`config.mk`:
```
export PLATFORM = sky130hd
export DESIGN_NAME = irq_run_ctrl
export DESIGN_NICKNAME = d
export VERILOG_FILES = /design/src/rtl/run_ctrl_pkg.sv /design/src/rtl/rc_fsm.sv /design/src/rtl/rc_pc_unit.sv /design/src/rtl/rc_irq_regs.sv /design/src/rtl/irq_run_ctrl.sv
export SDC_FILE = /design/constraint.sdc
export NUM_CORES = 1
export LEC_CHECK = 0
export CORE_ASPECT_RATIO = 1.1
export CORE_MARGIN = 5
export CORE_UTILIZATION = 40
export CTS_CLUSTER_SIZE = 8
export DETAILED_ROUTE_END_ITERATION = 7
export GPL_ROUTABILITY_DRIVEN = 1
export HOLD_SLACK_MARGIN = 0.06
export PLACE_DENSITY_LB_ADDON = 0.05
export SLEW_MARGIN = 20
export SYNTH_ARGS = -nofsm -noshare
export SYNTH_HDL_FRONTEND = slang
export SYNTH_SLANG_ARGS = --single-unit
```
`constraint.sdc`:
```
create_clock -name clk -period 4.2 [get_ports clk]
set_input_delay 0.84 -clock clk [delete_from_list [all_inputs] [get_ports clk]]
set_output_delay 0.84 -clock clk [all_outputs]
set_load 0.1 [all_outputs]
```
`src/rtl/run_ctrl_pkg.sv`:
```
package run_ctrl_pkg;

    typedef enum logic [2:0] {
        ST_HALT,
        ST_START,
        ST_DECIDE,
        ST_EXEC,
        ST_IRQ_ACK,
        ST_IRQ_VEC
    } rc_state_e;

    typedef enum logic [1:0] {
        PC_HOLD,
        PC_ZERO,
        PC_STEP,
        PC_VEC
    } pc_sel_e;

endpackage

```
`src/rtl/rc_fsm.sv`:
```
module rc_fsm
    import run_ctrl_pkg::*;
(
    input  logic      clk,
    input  logic      rst_n,
    input  logic      start,
    input  logic      soft_rst,
    input  logic      rst_pend,
    input  logic      irq_req,
    input  logic      irq_en,
    input  logic      instr_done,
    output rc_state_e state,
    output pc_sel_e   pc_sel,
    output logic      fetch,
    output logic      irq_ack,
    output logic      gpr_clear,
    output logic      rst_take,
    output logic      running
);

    rc_state_e state_nx;
    logic      at_boundary;
    logic      irq_take;

    assign at_boundary = (state == ST_DECIDE);
    assign rst_take    = at_boundary && (rst_pend || soft_rst);
    assign irq_take    = at_boundary && !rst_take && irq_req && irq_en;

    // state register
    always_ff @(posedge clk or negedge rst_n) begin
        if (!rst_n) state <= ST_HALT;
        else        state <= state_nx;
    end

    // next-state logic
    always_comb begin
        state_nx = state;
        unique case (state)
            ST_HALT:    if (start) state_nx = ST_START;
            ST_START:   state_nx = ST_DECIDE;
            ST_DECIDE: begin
                if (rst_take)      state_nx = ST_DECIDE;
                else if (irq_take) state_nx = ST_IRQ_ACK;
                else               state_nx = ST_EXEC;
            end
            ST_EXEC:    if (instr_done) state_nx = ST_DECIDE;
            ST_IRQ_ACK: state_nx = ST_IRQ_VEC;
            ST_IRQ_VEC: state_nx = ST_DECIDE;
            default:    state_nx = ST_HALT;
        endcase
    end

    // outputs
    always_comb begin
        pc_sel    = PC_HOLD;
        fetch     = 1'b0;
        irq_ack   = 1'b0;
        gpr_clear = 1'b0;
        running   = 1'b1;
        unique case (state)
            ST_HALT:    running = 1'b0;
            ST_START: begin
                gpr_clear = 1'b1;
                pc_sel    = PC_ZERO;
            end
            ST_DECIDE: begin
                if (rst_take) begin
                    pc_sel = PC_ZERO;
                end else if (!irq_take) begin
                    fetch  = 1'b1;
                    pc_sel = PC_STEP;
                end
            end
            ST_EXEC:    pc_sel  = PC_HOLD;
            ST_IRQ_ACK: irq_ack = 1'b1;
            ST_IRQ_VEC: pc_sel  = PC_VEC;
            default:    running = 1'b0;
        endcase
    end


    ack_single_chk: assert property (@(posedge clk) disable iff (!rst_n)
        irq_ack |=> !irq_ack);


    ack_after_boundary_chk: assert property (@(posedge clk) disable iff (!rst_n)
        (at_boundary && irq_req && irq_en && !rst_pend && !soft_rst) |=> irq_ack);


    rst_beats_irq_chk: assert property (@(posedge clk) disable iff (!rst_n)
        rst_take |=> !irq_ack);


    pulse_excl_chk: assert property (@(posedge clk) disable iff (!rst_n)
        $onehot0({fetch, irq_ack, gpr_clear}));

endmodule

```
`src/rtl/rc_pc_unit.sv`:
```
module rc_pc_unit
    import run_ctrl_pkg::*;
#(
    parameter int ADDR_W = 32,
    parameter int STEP   = 4
) (
    input  logic              clk,
    input  logic              rst_n,
    input  pc_sel_e           pc_sel,
    input  logic [ADDR_W-1:0] vec_addr,
    output logic [ADDR_W-1:0] pc
);

    localparam logic [ADDR_W-1:0] STEP_V = ADDR_W'(STEP);

    always_ff @(posedge clk or negedge rst_n) begin
        if (!rst_n) begin
            pc <= '0;
        end else begin
            unique case (pc_sel)
                PC_HOLD: pc <= pc;
                PC_ZERO: pc <= '0;
                PC_STEP: pc <= pc + STEP_V;
                PC_VEC:  pc <= vec_addr;
                default: pc <= pc;
            endcase
        end
    end

endmodule

```
`src/rtl/rc_irq_regs.sv`:
```
module rc_irq_regs #(
    parameter int ADDR_W = 32,
    parameter int INFO_W = 16
) (
    input  logic              clk,
    input  logic              rst_n,
    input  logic              running,
    input  logic              soft_rst,
    input  logic              rst_take,
    input  logic              irq_ack,
    input  logic              irq_en_set,
    input  logic [ADDR_W-1:0] pc,
    input  logic [INFO_W-1:0] src_info,
    output logic              irq_en,
    output logic              rst_pend,
    output logic [ADDR_W-1:0] saved_pc,
    output logic [INFO_W-1:0] irq_info
);

    always_ff @(posedge clk or negedge rst_n) begin
        if (!rst_n) begin
            irq_en <= 1'b0;
        end else if (irq_ack || rst_take) begin
            irq_en <= 1'b0;
        end else if (irq_en_set) begin
            irq_en <= 1'b1;
        end
    end

    always_ff @(posedge clk or negedge rst_n) begin
        if (!rst_n) begin
            rst_pend <= 1'b0;
        end else if (rst_take) begin
            rst_pend <= 1'b0;
        end else if (soft_rst && running) begin
            rst_pend <= 1'b1;
        end
    end

    always_ff @(posedge clk or negedge rst_n) begin
        if (!rst_n) begin
            saved_pc <= '0;
            irq_info <= '0;
        end else if (irq_ack) begin
            saved_pc <= pc;
            irq_info <= src_info;
        end
    end


    ie_off_after_ack_chk: assert property (@(posedge clk) disable iff (!rst_n)
        irq_ack |=> !irq_en);


    save_pc_chk: assert property (@(posedge clk) disable iff (!rst_n)
        irq_ack |=> (saved_pc == $past(pc)));


    save_info_chk: assert property (@(posedge clk) disable iff (!rst_n)
        irq_ack |=> (irq_info == $past(src_info)));


    pend_cleared_chk: assert property (@(posedge clk) disable iff (!rst_n)
        rst_take |=> !rst_pend);

endmodule

```
`src/rtl/irq_run_ctrl.sv`:
```
module irq_run_ctrl
    import run_ctrl_pkg::*;
#(
    parameter int ADDR_W = 32,
    parameter int INFO_W = 16,
    parameter int STEP   = 4
) (
    input  logic              clk,
    input  logic              rst_n,
    input  logic              start,
    input  logic              soft_rst,
    input  logic              irq_req,
    input  logic              irq_en_set,
    input  logic              instr_done,
    input  logic [INFO_W-1:0] src_info,
    input  logic [ADDR_W-1:0] vec_addr,
    output logic              running,
    output logic              irq_en,
    output logic [ADDR_W-1:0] saved_pc,
    output logic [INFO_W-1:0] irq_info,
    output logic              irq_ack,
    output logic [ADDR_W-1:0] pc,
    output logic              fetch,
    output logic              gpr_clear,
    output logic              soft_rst_pending
);

    localparam logic [ADDR_W-1:0] STEP_V = ADDR_W'(STEP);

    rc_state_e state;
    pc_sel_e   pc_sel;
    logic      rst_take;

    rc_fsm fsm_i (
        .clk        (clk),
        .rst_n      (rst_n),
        .start      (start),
        .soft_rst   (soft_rst),
        .rst_pend   (soft_rst_pending),
        .irq_req    (irq_req),
        .irq_en     (irq_en),
        .instr_done (instr_done),
        .state      (state),
        .pc_sel     (pc_sel),
        .fetch      (fetch),
        .irq_ack    (irq_ack),
        .gpr_clear  (gpr_clear),
        .rst_take   (rst_take),
        .running    (running)
    );

    rc_pc_unit #(.ADDR_W(ADDR_W), .STEP(STEP)) pc_i (
        .clk      (clk),
        .rst_n    (rst_n),
        .pc_sel   (pc_sel),
        .vec_addr (vec_addr),
        .pc       (pc)
    );

    rc_irq_regs #(.ADDR_W(ADDR_W), .INFO_W(INFO_W)) regs_i (
        .clk        (clk),
        .rst_n      (rst_n),
        .running    (running),
        .soft_rst   (soft_rst),
        .rst_take   (rst_take),
        .irq_ack    (irq_ack),
        .irq_en_set (irq_en_set),
        .pc         (pc),
        .src_info   (src_info),
        .irq_en     (irq_en),
        .rst_pend   (soft_rst_pending),
        .saved_pc   (saved_pc),
        .irq_info   (irq_info)
    );


    fetch_step_chk: assert property (@(posedge clk) disable iff (!rst_n)
        fetch |=> (pc == $past(pc) + STEP_V));


    run_sticky_chk: assert property (@(posedge clk) disable iff (!rst_n)
        !$fell(running));


    vec_load_chk: assert property (@(posedge clk) disable iff (!rst_n)
        (state == ST_IRQ_VEC) |=> (pc == $past(vec_addr)));

endmodule

```
* After elaboration in Yosys (flattened, before gate mapping)
Index checks and enable logic that the tools add are counted.
Operators by class: equality and inequality tests 10, multiplexer cells 19, reductions and logical operators 15, $add $sub $neg 1
Operator list (count):
- 32-bit case mux with 3 select lines | 1
- 32-bit by 3-bit adder with 32-bit output (second input constant) | 1
- 3-bit case mux with 5 select lines | 1
- 3-bit 2-to-1 mux | 4
- 1-bit 2-to-1 mux | 10
- 3-bit by 2-bit equality test with 1-bit output (second input constant) | 2
- 3-bit equality test (second input constant) | 2
- 2-bit case mux with 3 select lines | 1
- 1-bit logical AND | 5
- 5-bit OR reduction | 1
- 2-bit equality test (second input constant) | 2
- 2-bit 2-to-1 mux | 2
- 2-bit != test (second input constant) | 2
- 2-bit nonzero test | 2
- 3-bit by 1-bit equality test with 1-bit output (second input constant) | 1
- 3-bit zero test | 1
- 2-bit by 1-bit equality test with 1-bit output (second input constant) | 1
- 2-bit zero test | 1
- 1-bit logical OR | 2
- 2-bit AND reduction | 1
- 2-bit OR reduction | 1
- 1-bit zero test | 1
Word-level totals: flip-flop bits (word level) 85, input bits 55, logic and storage cells 51, output and inout port bits 86

* Depth between registers and ports, before layout
Gate-level depths: netlist of run 1.
depth after elaboration 11, mapped depth 7, mapped depth without buffers 6

* Hierarchy
From an unflattened synthesis of run 1, not the netlist that was laid out.
Second synthesis, totals: cells, all modules 358, area, all modules 4073.9 um^2
Modules (own cells, without submodules):
- rc_pc_unit | area each 1950.6 um^2, times used 1, cells each 222, sequential area each 800.8 um^2
- rc_irq_regs | area each 1888.1 um^2, times used 1, cells each 107, sequential area each 1251.2 um^2
- rc_fsm | area each 235.2 um^2, times used 1, cells each 29, sequential area each 75.1 um^2

* Worst setup path after synthesis of run 1
No wires, ideal clock.
kind register to output, start point reg fsm_i.state[1], end point out gpr_clear, arrival time 2.125 ns, setup slack 1.235 ns, stages on the path, launching flop included 6, buffers on the path 2, required time 3.360 ns, path through dfrtp_1 > buf_6 > inv_1 > nand2_1 > buf_2 > nor2_1
On the way: longest elaborated chain between the ends 2
Ends and longest elaborated chain:
- start: declaration | line rc_fsm.sv:12 | output rc_state_e state,
- start signal: assignment | line rc_fsm.sv:32 | else state <= state_nx;
- 3-bit by 1-bit equality test with 1-bit output | line rc_fsm.sv:60 | unique case (state)
- 1-bit 2-to-1 mux | line rc_fsm.sv:60
- end: declaration | line irq_run_ctrl.sv:24 | output logic gpr_clear,
No other way between the ends.

* Worst setup path after layout of run 1
start point reg fsm_i.state[0], end point out running
On the way: longest elaborated chain between the ends 3, elaborated cells on any way between the ends 7, classes of those cells eq/ne (5); mux (1); reduce/logical (1)
Ends and longest elaborated chain:
- 3-bit by 1-bit equality test with 1-bit output (tied with other cells) | line rc_fsm.sv:60
- 5-bit OR reduction (no line) *
- 1-bit 2-to-1 mux * | line rc_fsm.sv:60
- end: declaration | line irq_run_ctrl.sv:17 | output logic running,
Every way passes the cells marked *; elsewhere a longest branch is shown, timed or not.

==> impl_metrics.toml, run 1 <==
[grt]
gr-max-usage-layer = "met2"
grt_util_all_layers_pct = 17.7
grt_use_met3_pct = 5.28
grt_use_met1_pct = 23.2
grt_pass1_vias = 3270
groute.layer.met2.usage_pct = 28.4
pin_count_of_the_biggest_net_entering_global_routing = 86
antenna_found_initial = 0
grt-ovfl-total = 0
grt_first_pass_wirelength_um = 17000

[sta]
transition_time_at_the_pin_with_the_least_slew_margin_ns = 0.995
finalSetupTns_ns = 0
slew_violations = 0
timing.fmax_mhz = 312
slew-limit-headroom_pct = 33.2
period_needed_ns = 3.20
timing.final.ws_setup_ns = 0.999
setup_repair_after_global_routing_missed_its_margin = "false"
hold_violations = 0
clock_skew_ns = 0.00756
timing.hold.ws_ns = 0.508
timing.final.crit_share_pct = 76.2
timing.final.setup_violations = 0

[synthesis]
post_synth_num_cell_types = 53
count_of_flip_flops_with_a_built_in_enable_after_synthesis = 0
synth.cell_area_mm2 = 0.00400
postSynthNetCount = 400
ys_seq_area_share_pct = 53.2
synthFlopType = "dfrtp_1"
synth_seq_cells = 85
yosysWarnings = 0
synthesis.instances = 344
avgSynthCellArea_um2 = 11.6
asyncSetResetFlopFracSynth_pct = 100

[placement]
place.port_buffers = 140
globalplace.congestion = 0.806
dp_hpwl_um = 7190
place_worst_setup_slack_ns = 1.08

[hold_path]
holdPathStages = 1
timing.hold.worst.start = "regs_i.saved_pc[23]"
min-delay-path-class = "flop to flop"
min_to = "regs_i.saved_pc[23]"

[floorplan]
io_pins = 141
chipWidth_um = 105
die_span_y_um = 115
initial_utilization_pct = 40.6
die_area_mm2 = 0.0121
core_mm2 = 0.00984
num_rows = 38

[drt]
route.antenna.remaining_nets = 0
vias_per_cell = 5.25
drt_first_iter_violations = 85
wire_per_inst_um = 17.2
drt_drc_violations_left = 0
routed_wl_um = 10400
vias = 3179
dr.pass1.iters = 4

[power_and_ir_drop]
power.density_cell_area_mw_per_mm2 = 759
leakagePower_nw = 2.45
irDropWorstVdd_v = 0.000399

[setup_path]
timing.critical_path.required_ns = 3.36
timing.critical_path.slowest_stage_cell = "clkdlybuf4s50_1"
critical_path.startpoint_type = "flop"
r2r_end = "pc_i.pc[24]"
reg2reg_depth = 5
rr_startpoint = "fsm_i.state[1]"
timing.setup.critical_path_class = "flop to primary output"
critical-path-max-stage-delay_ns = 1.15
timing.critical_path.fanout_max = 14
reg2reg_setup_slack_ns = 1.85
critPathCaptureType = "primary output"
critPathArrivalTime_ns = 2.36
crit_path_cell_trace = "nor3_1 -> a21oi_1 -> clkdlybuf4s50_1"

[final_layout]
layout_commonest_cell = "clkdlybuf4s50_1"
post_route_utilization_pct = 58.1
share_of_layout_cells_above_drive_strength_1_pct = 17.3
register_area_mm2 = 0.00213
fill_cells = 883
synthToLayoutAreaGrowth_pct = 43.0
layout_common_cells = "clkdlybuf4s50_1 (136), dfrtp_1 (85), mux2_2 (49)"
final_nets = 536
multi_input_area_mm2 = 0.00176
antenna_cells_inserted = 0

[clock_tree]
cts_hold_buf = 0
cts_max_path_buffers = 2
cts.clk_slew.worst_paths_ns = 0.08
clock_tree_from_tritoncts = "built"
cts-buffers-inserted = 9
post_cts_resize_count = 0
cts.root.buffer_cell = "clkbuf_8"
clk-insertion-delay-late_ns = 0.35
clock_sink_count = 85
ctsHtreeMaxLevel = 3
number_of_buffers_added_for_setup_after_cts = 0

[flow_run]
timing.max_cap.violations = 0

[outcome]
outcome = "completed"
[metal layers]
metal,wire length [um],part of all wire [%]
met1,4620,44
met2,5040,49
met3,627,6.0
met4,96,0.92
met5,0,0
[where the power goes]
part           internal, W  switching, W  total, W
Clock             0.000369      0.000294  0.000663
Combinational     0.000615       0.00186   0.00247
Sequential         0.00101      0.000192   0.00120
[metrics by stage]
step / instance area (um2) / total power (W) / std cells
2_1_floorplan: 4000 / 0.00307 / 344
3_3_place_gp: 5490 / 0.00368 / 589
4_1_cts: 5710 / 0.00438 / 605
6_report: 5720 / 0.00434 / 605
3_5_place_dp: 5490 / 0.00371 / 589
5_1_grt: 5720 / 0.00453 / 605
[worst max-delay path by stage]
stage	slack [ns]	end	cells past startpoint	start
finish	1.0	running	3	fsm_i.state[0]
floorplan	1.24	gpr_clear	5	fsm_i.state[1]
detailed placement	1.08	fetch	6	soft_rst
global placement	1.08	fetch	6	soft_rst
CTS	0.99	running	3	fsm_i.state[0]
global route	0.89	fetch	6	soft_rst
[layout make-up]
| class | instances | area share, % |
|---|---|---|
| clock inverters | 3 | 1.18 |
| inverters | 4 | 0.263 |
| flip-flops and latches | 85 | 37.2 |
| multi-input cells | 236 | 30.8 |
| clock buffers | 13 | 2.78 |
| well taps | 120 | 2.63 |
| repair buffers | 144 | 25.1 |
[registers in the layout, indices dropped and copies added, names as in the netlist]
| register | count |
|---|---|
| pc_i.pc | 32 |
| regs_i.rst_pend | 1 |
| regs_i.saved_pc | 32 |
| fsm_i.state | 3 |
| regs_i.irq_en | 1 |
| regs_i.irq_info | 16 |
[Yosys cell counts, types with 3 or more instances]
library cell  instances  area share, %
nand2_1              31            2.9
nand3_1              10            1.3
nand3b_1              3           0.56
mux2i_1               8            2.0
a31oi_1               3           0.47
and3_1                3           0.47
nor3_1                3           0.38
o21ai_1               5           0.63
o311ai_1              4           0.88
inv_1                 4           0.38
mux2_2               49             14
clkbuf_1              7           0.66
o22ai_1               8            1.3
xnor2_1               8            1.8
buf_2                 9            1.1
a21oi_1              10            1.3
nand4_1               7            1.1
dfrtp_1              85             53
xor2_1               12            2.6
nor2_1               18            1.7
o21ai_0              15            1.9
and2_1                3           0.47
[critical path, delay by kind of cell, from the launching register on]
kind	cells	cell delay, ns
buf+inv	1	1.15
flops	1	0.64
compound gates	1	0.14
simple gates	1	0.08
[cell families (layout without fill, tap and decap cells)]
logic type | after synthesis | after routing | share of synthesized area [%]
simple gates | 99 | 99 | 14.1
flops | 85 | 85 | 53.2
compound gates | 59 | 59 | 9.26
mux | 57 | 57 | 15.8
buf+inv | 23 | 164 | 2.91
xor+xnor | 20 | 20 | 4.38
fa+ha+maj | 1 | 1 | 0.313
Note: power is estimated with default switching activity, not from simulation.
==> run 2, diff against run 1 <==
- clock period: 4.2 -> 2.9 ns (I/O delays scaled with it)
==> run 2 against run 1 <==
Non-clock buffer count grew 9. Sequential power grew 46%. Worst setup slack lost 0.56 ns. Register-to-register slack lost 1.0 ns. Wire length grew 1.1%. Power grew 40%. Worst hold slack lost 0.34 ns. Combinational power grew 44%. Flip-flop and latch count is the same. Critical path type is now input port to primary output.
==> impl_metrics.toml, run 2 (synthesis gave the netlist of run 1 again) <==
[sta]
clock_skew_ns = 0.00911
finalSetupTns_ns = 0
timing.final.setup_violations = 0
period_needed_ns = 2.46
timing.final.crit_share_pct = 84.7
slew-limit-headroom_pct = 58.4
slew_violations = 0
setup_repair_after_global_routing_missed_its_margin = "false"
transition_time_at_the_pin_with_the_least_slew_margin_ns = 0.623
timing.fmax_mhz = 407
hold_violations = 0

[final_layout]
multi_input_area_mm2 = 0.00176
postLayoutCellArea_mm2 = 0.00556
share_of_layout_cells_above_drive_strength_1_pct = 35.8
fill_cells = 871
antenna_cells_inserted = 0
final_nets = 545
register_area_mm2 = 0.00213
layout_commonest_cell = "buf_4"
largestRegisters = "pc_i.pc x32, regs_i.saved_pc x32, regs_i.irq_info x16"
post_route_utilization_pct = 56.5
layout_common_cells = "buf_4 (96), dfrtp_1 (85), clkdlybuf4s50_1 (53)"
synthToLayoutAreaGrowth_pct = 39.2
final_cell_count_no_fill = 614

[floorplan]
initial_utilization_pct = 40.6
die_span_y_um = 115
core_mm2 = 0.00984
die_area_mm2 = 0.0121
num_rows = 38
io_pins = 141
chipWidth_um = 105

[power_and_ir_drop]
irDropWorstVdd_v = 0.000671
power.density_cell_area_mw_per_mm2 = 1090
design_power_total_w = 0.00607
leakagePower_nw = 2.64

[setup_path]
timing.critical_path.fanout_max = 4
critical_path.startpoint_type = "input port"
timing.critical_path.buf_inv = 3
timing.setup.critical_path_class = "input port to primary output"
timing.critical_path.slowest_stage_cell = "clkdlybuf4s50_1"
critPathCaptureType = "primary output"
crit_path_cell_trace = "clkdlybuf4s50_1 -> a211oi_1 -> nand2_1 -> inv_1 -> buf_12"
critPathArrivalTime_ns = 1.88
critical-path-max-stage-delay_ns = 0.47
reg2reg_depth = 6
worst_path_dominant_cell_family = "buffers and inverters"
timing.critical_path.required_ns = 2.32
path_depth = 5

[clock_tree]
number_of_buffers_added_for_setup_after_cts = 0
clock_tree_from_tritoncts = "built"
cts.root.buffer_cell = "clkbuf_8"
cts_max_path_buffers = 2
clock_sink_count = 85
ctsHtreeMaxLevel = 3
clk-insertion-delay-late_ns = 0.35
post_cts_resize_count = 0
cts-buffers-inserted = 9
cts.clk_slew.worst_paths_ns = 0.08
cts_hold_buf = 0

[placement]
dp_hpwl_um = 7630
globalplace.congestion = 0.780
post-place-cells = 598
place.port_buffers = 140
dpl-instance-area_mm2 = 0.00539

[grt]
grt-ovfl-total = 0
grt_util_all_layers_pct = 18.0
pin_count_of_the_biggest_net_entering_global_routing = 53
grt_pass1_vias = 3290
grt_first_pass_wirelength_um = 17100
antenna_found_initial = 0

[drt]
vias_per_cell = 5.25
drt_first_iter_violations = 179
drt_drc_violations_left = 0
routed_wl_um = 10500
vias = 3226
route.antenna.remaining_nets = 0
dr.pass1.iters = 4
wire_per_inst_um = 17.1

[outcome]
outcome = "completed"

[flow_run]
timing.max_cap.violations = 0

[hold_path]
min-delay-path-class = "input port to asynchronous set/reset pin"
## run 2: cell count changes in the layout (fill, tap and decap cells not counted)
cell,previous run,this run
clkinv_2,0,3
buf_6,1,0
buf_4,6,96
buf_12,1,4
clkdlybuf4s50_1,136,53
clkbuf_1,2,1
bufinv_16,2,0
## run 2: path summary, 6_finish.rpt
check                               startpoint                   to  slack [ns]
hold / removal                           rst_n       fsm_i.state[0]        0.17
setup reg to reg                fsm_i.state[0]          pc_i.pc[19]        0.84
setup / recovery                       irq_req                fetch        0.44
max in group asynchronous                rst_n  regs_i.saved_pc[27]        2.10
hold reg to reg            regs_i.irq_info[12]  regs_i.irq_info[12]        0.51
min in group clk           regs_i.irq_info[12]  regs_i.irq_info[12]        0.51
## run 2: per-stage QoR
stage	hold WS, ns	setup WS (ns)
2_1_floorplan	0.284	0.195
3_3_place_gp	0.490	0.326
3_5_place_dp	0.496	0.304
4_1_cts	0.176	0.448
5_1_grt	0.189	0.370
6_report	0.172	0.443
## run 2: layout make-up
cell class | count | share of cell area [%]
Timing Repair Buffer | 153 | 23.9
Tap cell | 120 | 2.70
Sequential cell | 85 | 38.2
Multi-Input combinational cell | 236 | 31.7
Inverter | 4 | 0.270
Clock inverter | 4 | 0.405
Clock buffer | 12 | 2.79
## run 2: worst reg2reg max path, stage by stage (launching register included)
cell and delay, ns:
dfrtp_1 0.55, and3b_1 0.27, a21oi_1 0.49, buf_4 0.26
nand4b_1 0.13, xor2_1 0.14, o21ai_0 0.09
## run 2: where the power goes
part | internal [W] | switching (W)
sequential | 0.00147 | 0.000282
clock | 0.000354 | 0.000418
combinational | 0.000846 | 0.00270
total | 0.00267 | 0.00340
## run 2: routing by layer
metal  share of wire (%)  global-route usage, %
met2                  48                   28.9
met1                  43                   23.5
met5                   0                      0
met3                 6.9                   4.49
met4                 1.4                   7.09
==> run 3, diff against run 2 <==
- clock period: 2.9 -> 2.41 ns (I/O delays scaled with it)
==> run 3 against run 2 <==
Flip-flop and latch count unchanged. Clock skew about the same. Clock power is 20% higher. Worst setup slack worse by 0.28 ns. Critical path type unchanged. First-iteration DRC count decreased by 34%. Power grew 22%.
==> impl_metrics.toml, run 3 (synthesis gave the netlist of run 1 again) <==
[power_and_ir_drop]
power.density_cell_area_mw_per_mm2 = 1300
irDropWorstVdd_v = 0.000891
leakagePower_nw = 2.68

[drt]
dr.pass1.iters = 4
vias = 3281
drt_first_iter_violations = 118
drt_drc_violations_left = 0
routed_wl_um = 10400
wire_per_inst_um = 16.7
route.antenna.remaining_nets = 0
vias_per_cell = 5.27

[setup_path]
path_depth = 6
rr_startpoint = "pc_i.pc[2]"
critPathCaptureType = "primary output"
r2r_end = "pc_i.pc[30]"
worst_path_dominant_cell_family = "buffers and inverters"
crit_path_cell_trace = "clkdlybuf4s50_1 -> a211oi_2 -> buf_4 -> nand2_1 -> inv_1 -> buf_12"
worstSetupEndpoint = "fetch"
timing.setup.critical_path_class = "input port to primary output"
critPathArrivalTime_ns = 1.76
reg2reg_depth = 6
critical_path.startpoint_type = "input port"
reg2reg_setup_slack_ns = 0.52
critical-path-max-stage-delay_ns = 0.48
timing.critical_path.buf_inv = 4
timing.critical_path.required_ns = 1.93
timing.critical_path.fanout_max = 4
timing.critical_path.slowest_stage_cell = "clkdlybuf4s50_1"
worst_setup_path_startpoint = "irq_req"

[floorplan]
die_area_mm2 = 0.0121
num_rows = 38
io_pins = 141
initial_utilization_pct = 40.6
core_mm2 = 0.00984
die_span_y_um = 115
chipWidth_um = 105

[grt]
grt-ovfl-total = 0
pin_count_of_the_biggest_net_entering_global_routing = 45
grt_first_pass_wirelength_um = 17600
grt_pass1_vias = 3415
grt_util_all_layers_pct = 18.1
antenna_found_initial = 0

[clock_tree]
cts-buffers-inserted = 9
cts_max_path_buffers = 2
clock_sink_count = 85
cts.root.buffer_cell = "clkbuf_8"
clock_tree_from_tritoncts = "built"
ctsHtreeMaxLevel = 3
cts.clk_slew.worst_paths_ns = 0.08
clk-insertion-delay-late_ns = 0.36

[final_layout]
synthToLayoutAreaGrowth_pct = 41.7
fill_cells = 865
antenna_cells_inserted = 0
layout_common_cells = "buf_4 (101), dfrtp_1 (82), clkdlybuf4s50_1 (53)"
layout_commonest_cell = "buf_4"
final_nets = 553
postLayoutCellArea_mm2 = 0.00566
largestRegisters = "pc_i.pc x32, regs_i.saved_pc x32, regs_i.irq_info x16"
share_of_layout_cells_above_drive_strength_1_pct = 38.0

[placement]
dp_hpwl_um = 7590
dpl-instance-area_mm2 = 0.00547
place.port_buffers = 140
globalplace.congestion = 0.780

[sta]
finalSetupTns_ns = 0
period_needed_ns = 2.24
transition_time_at_the_pin_with_the_least_slew_margin_ns = 0.542
setup_repair_after_global_routing_missed_its_margin = "false"
slew_violations = 0
timing.final.crit_share_pct = 93.1
hold_violations = 0
clock_skew_ns = 0.00888
slew-limit-headroom_pct = 63.7
timing.final.setup_violations = 0
timing.fmax_mhz = 446

[flow_run]
timing.max_cap.violations = 0

[outcome]
outcome = "completed"

[hold_path]
min-delay-path-class = "flop to flop"
holdPathStages = 1
==> run 3: power breakdown <==
part | switching, W | internal (W)
Combinational | 0.00327 | 0.00108
Sequential | 0.000340 | 0.00177
Clock | 0.000530 | 0.000399
Total | 0.00414 | 0.00325
==> run 3: layout make-up <==
| cell class | instances | area (um2) | area share, % |
|---|---|---|---|
| inverter | 4 | 15.0 | 0.265 |
| tap | 120 | 150 | 2.65 |
| clock buffer | 10 | 138 | 2.43 |
| clock inverter | 6 | 38.8 | 0.685 |
| sequential | 85 | 2130 | 37.6 |
| multi-input combinational | 236 | 1770 | 31.3 |
| timing repair buffer | 161 | 1420 | 25.0 |
==> run 3: timing repair <==
item / 4_1_cts / 5_1_grt
hold buffers: 1 / 0
gates resized for setup: 0 / 2
endpoints found under the hold margin: 23 / 0
buffers inserted: 0 / 0
endpoints found under the setup margin: 0 / 2
==> run 3: worst min-delay path by stage <==
stage,start,to
finish,regs_i.saved_pc[6],regs_i.saved_pc[6]
global route,regs_i.saved_pc[6],regs_i.saved_pc[6]
CTS,regs_i.saved_pc[31],regs_i.saved_pc[31]
detailed placement,rst_n,fsm_i.state[0]
global placement,rst_n,fsm_i.state[0]
floorplan,rst_n,fsm_i.state[0]
==> run 3: metal layers <==
metal	vias to the layer above	track usage, %	share of wire (%)
met5	-	0	0
met4	0	7.09	1.5
met3	12	4.66	7.2
met2	104	29.1	47
met1	1617	23.6	44
li1	1548	-	-
==> run 3: stage by stage <==
stage | worst slack (ns) | total power [W] | hold slack [ns] | util (%) | cells
after floorplan | -0.0473 | 0.00536 | 0.186 | - | 344
after global placement | -0.0122 | 0.00646 | 0.414 | 55.6 | 605
after detailed placement | -0.0407 | 0.00651 | 0.413 | 55.6 | 605
after CTS | 0.0786 | 0.00745 | 0.515 | 57.5 | 622
after global routing | 0.0574 | 0.00773 | 0.531 | 57.6 | 622
final | 0.167 | 0.00739 | 0.510 | 57.6 | 622
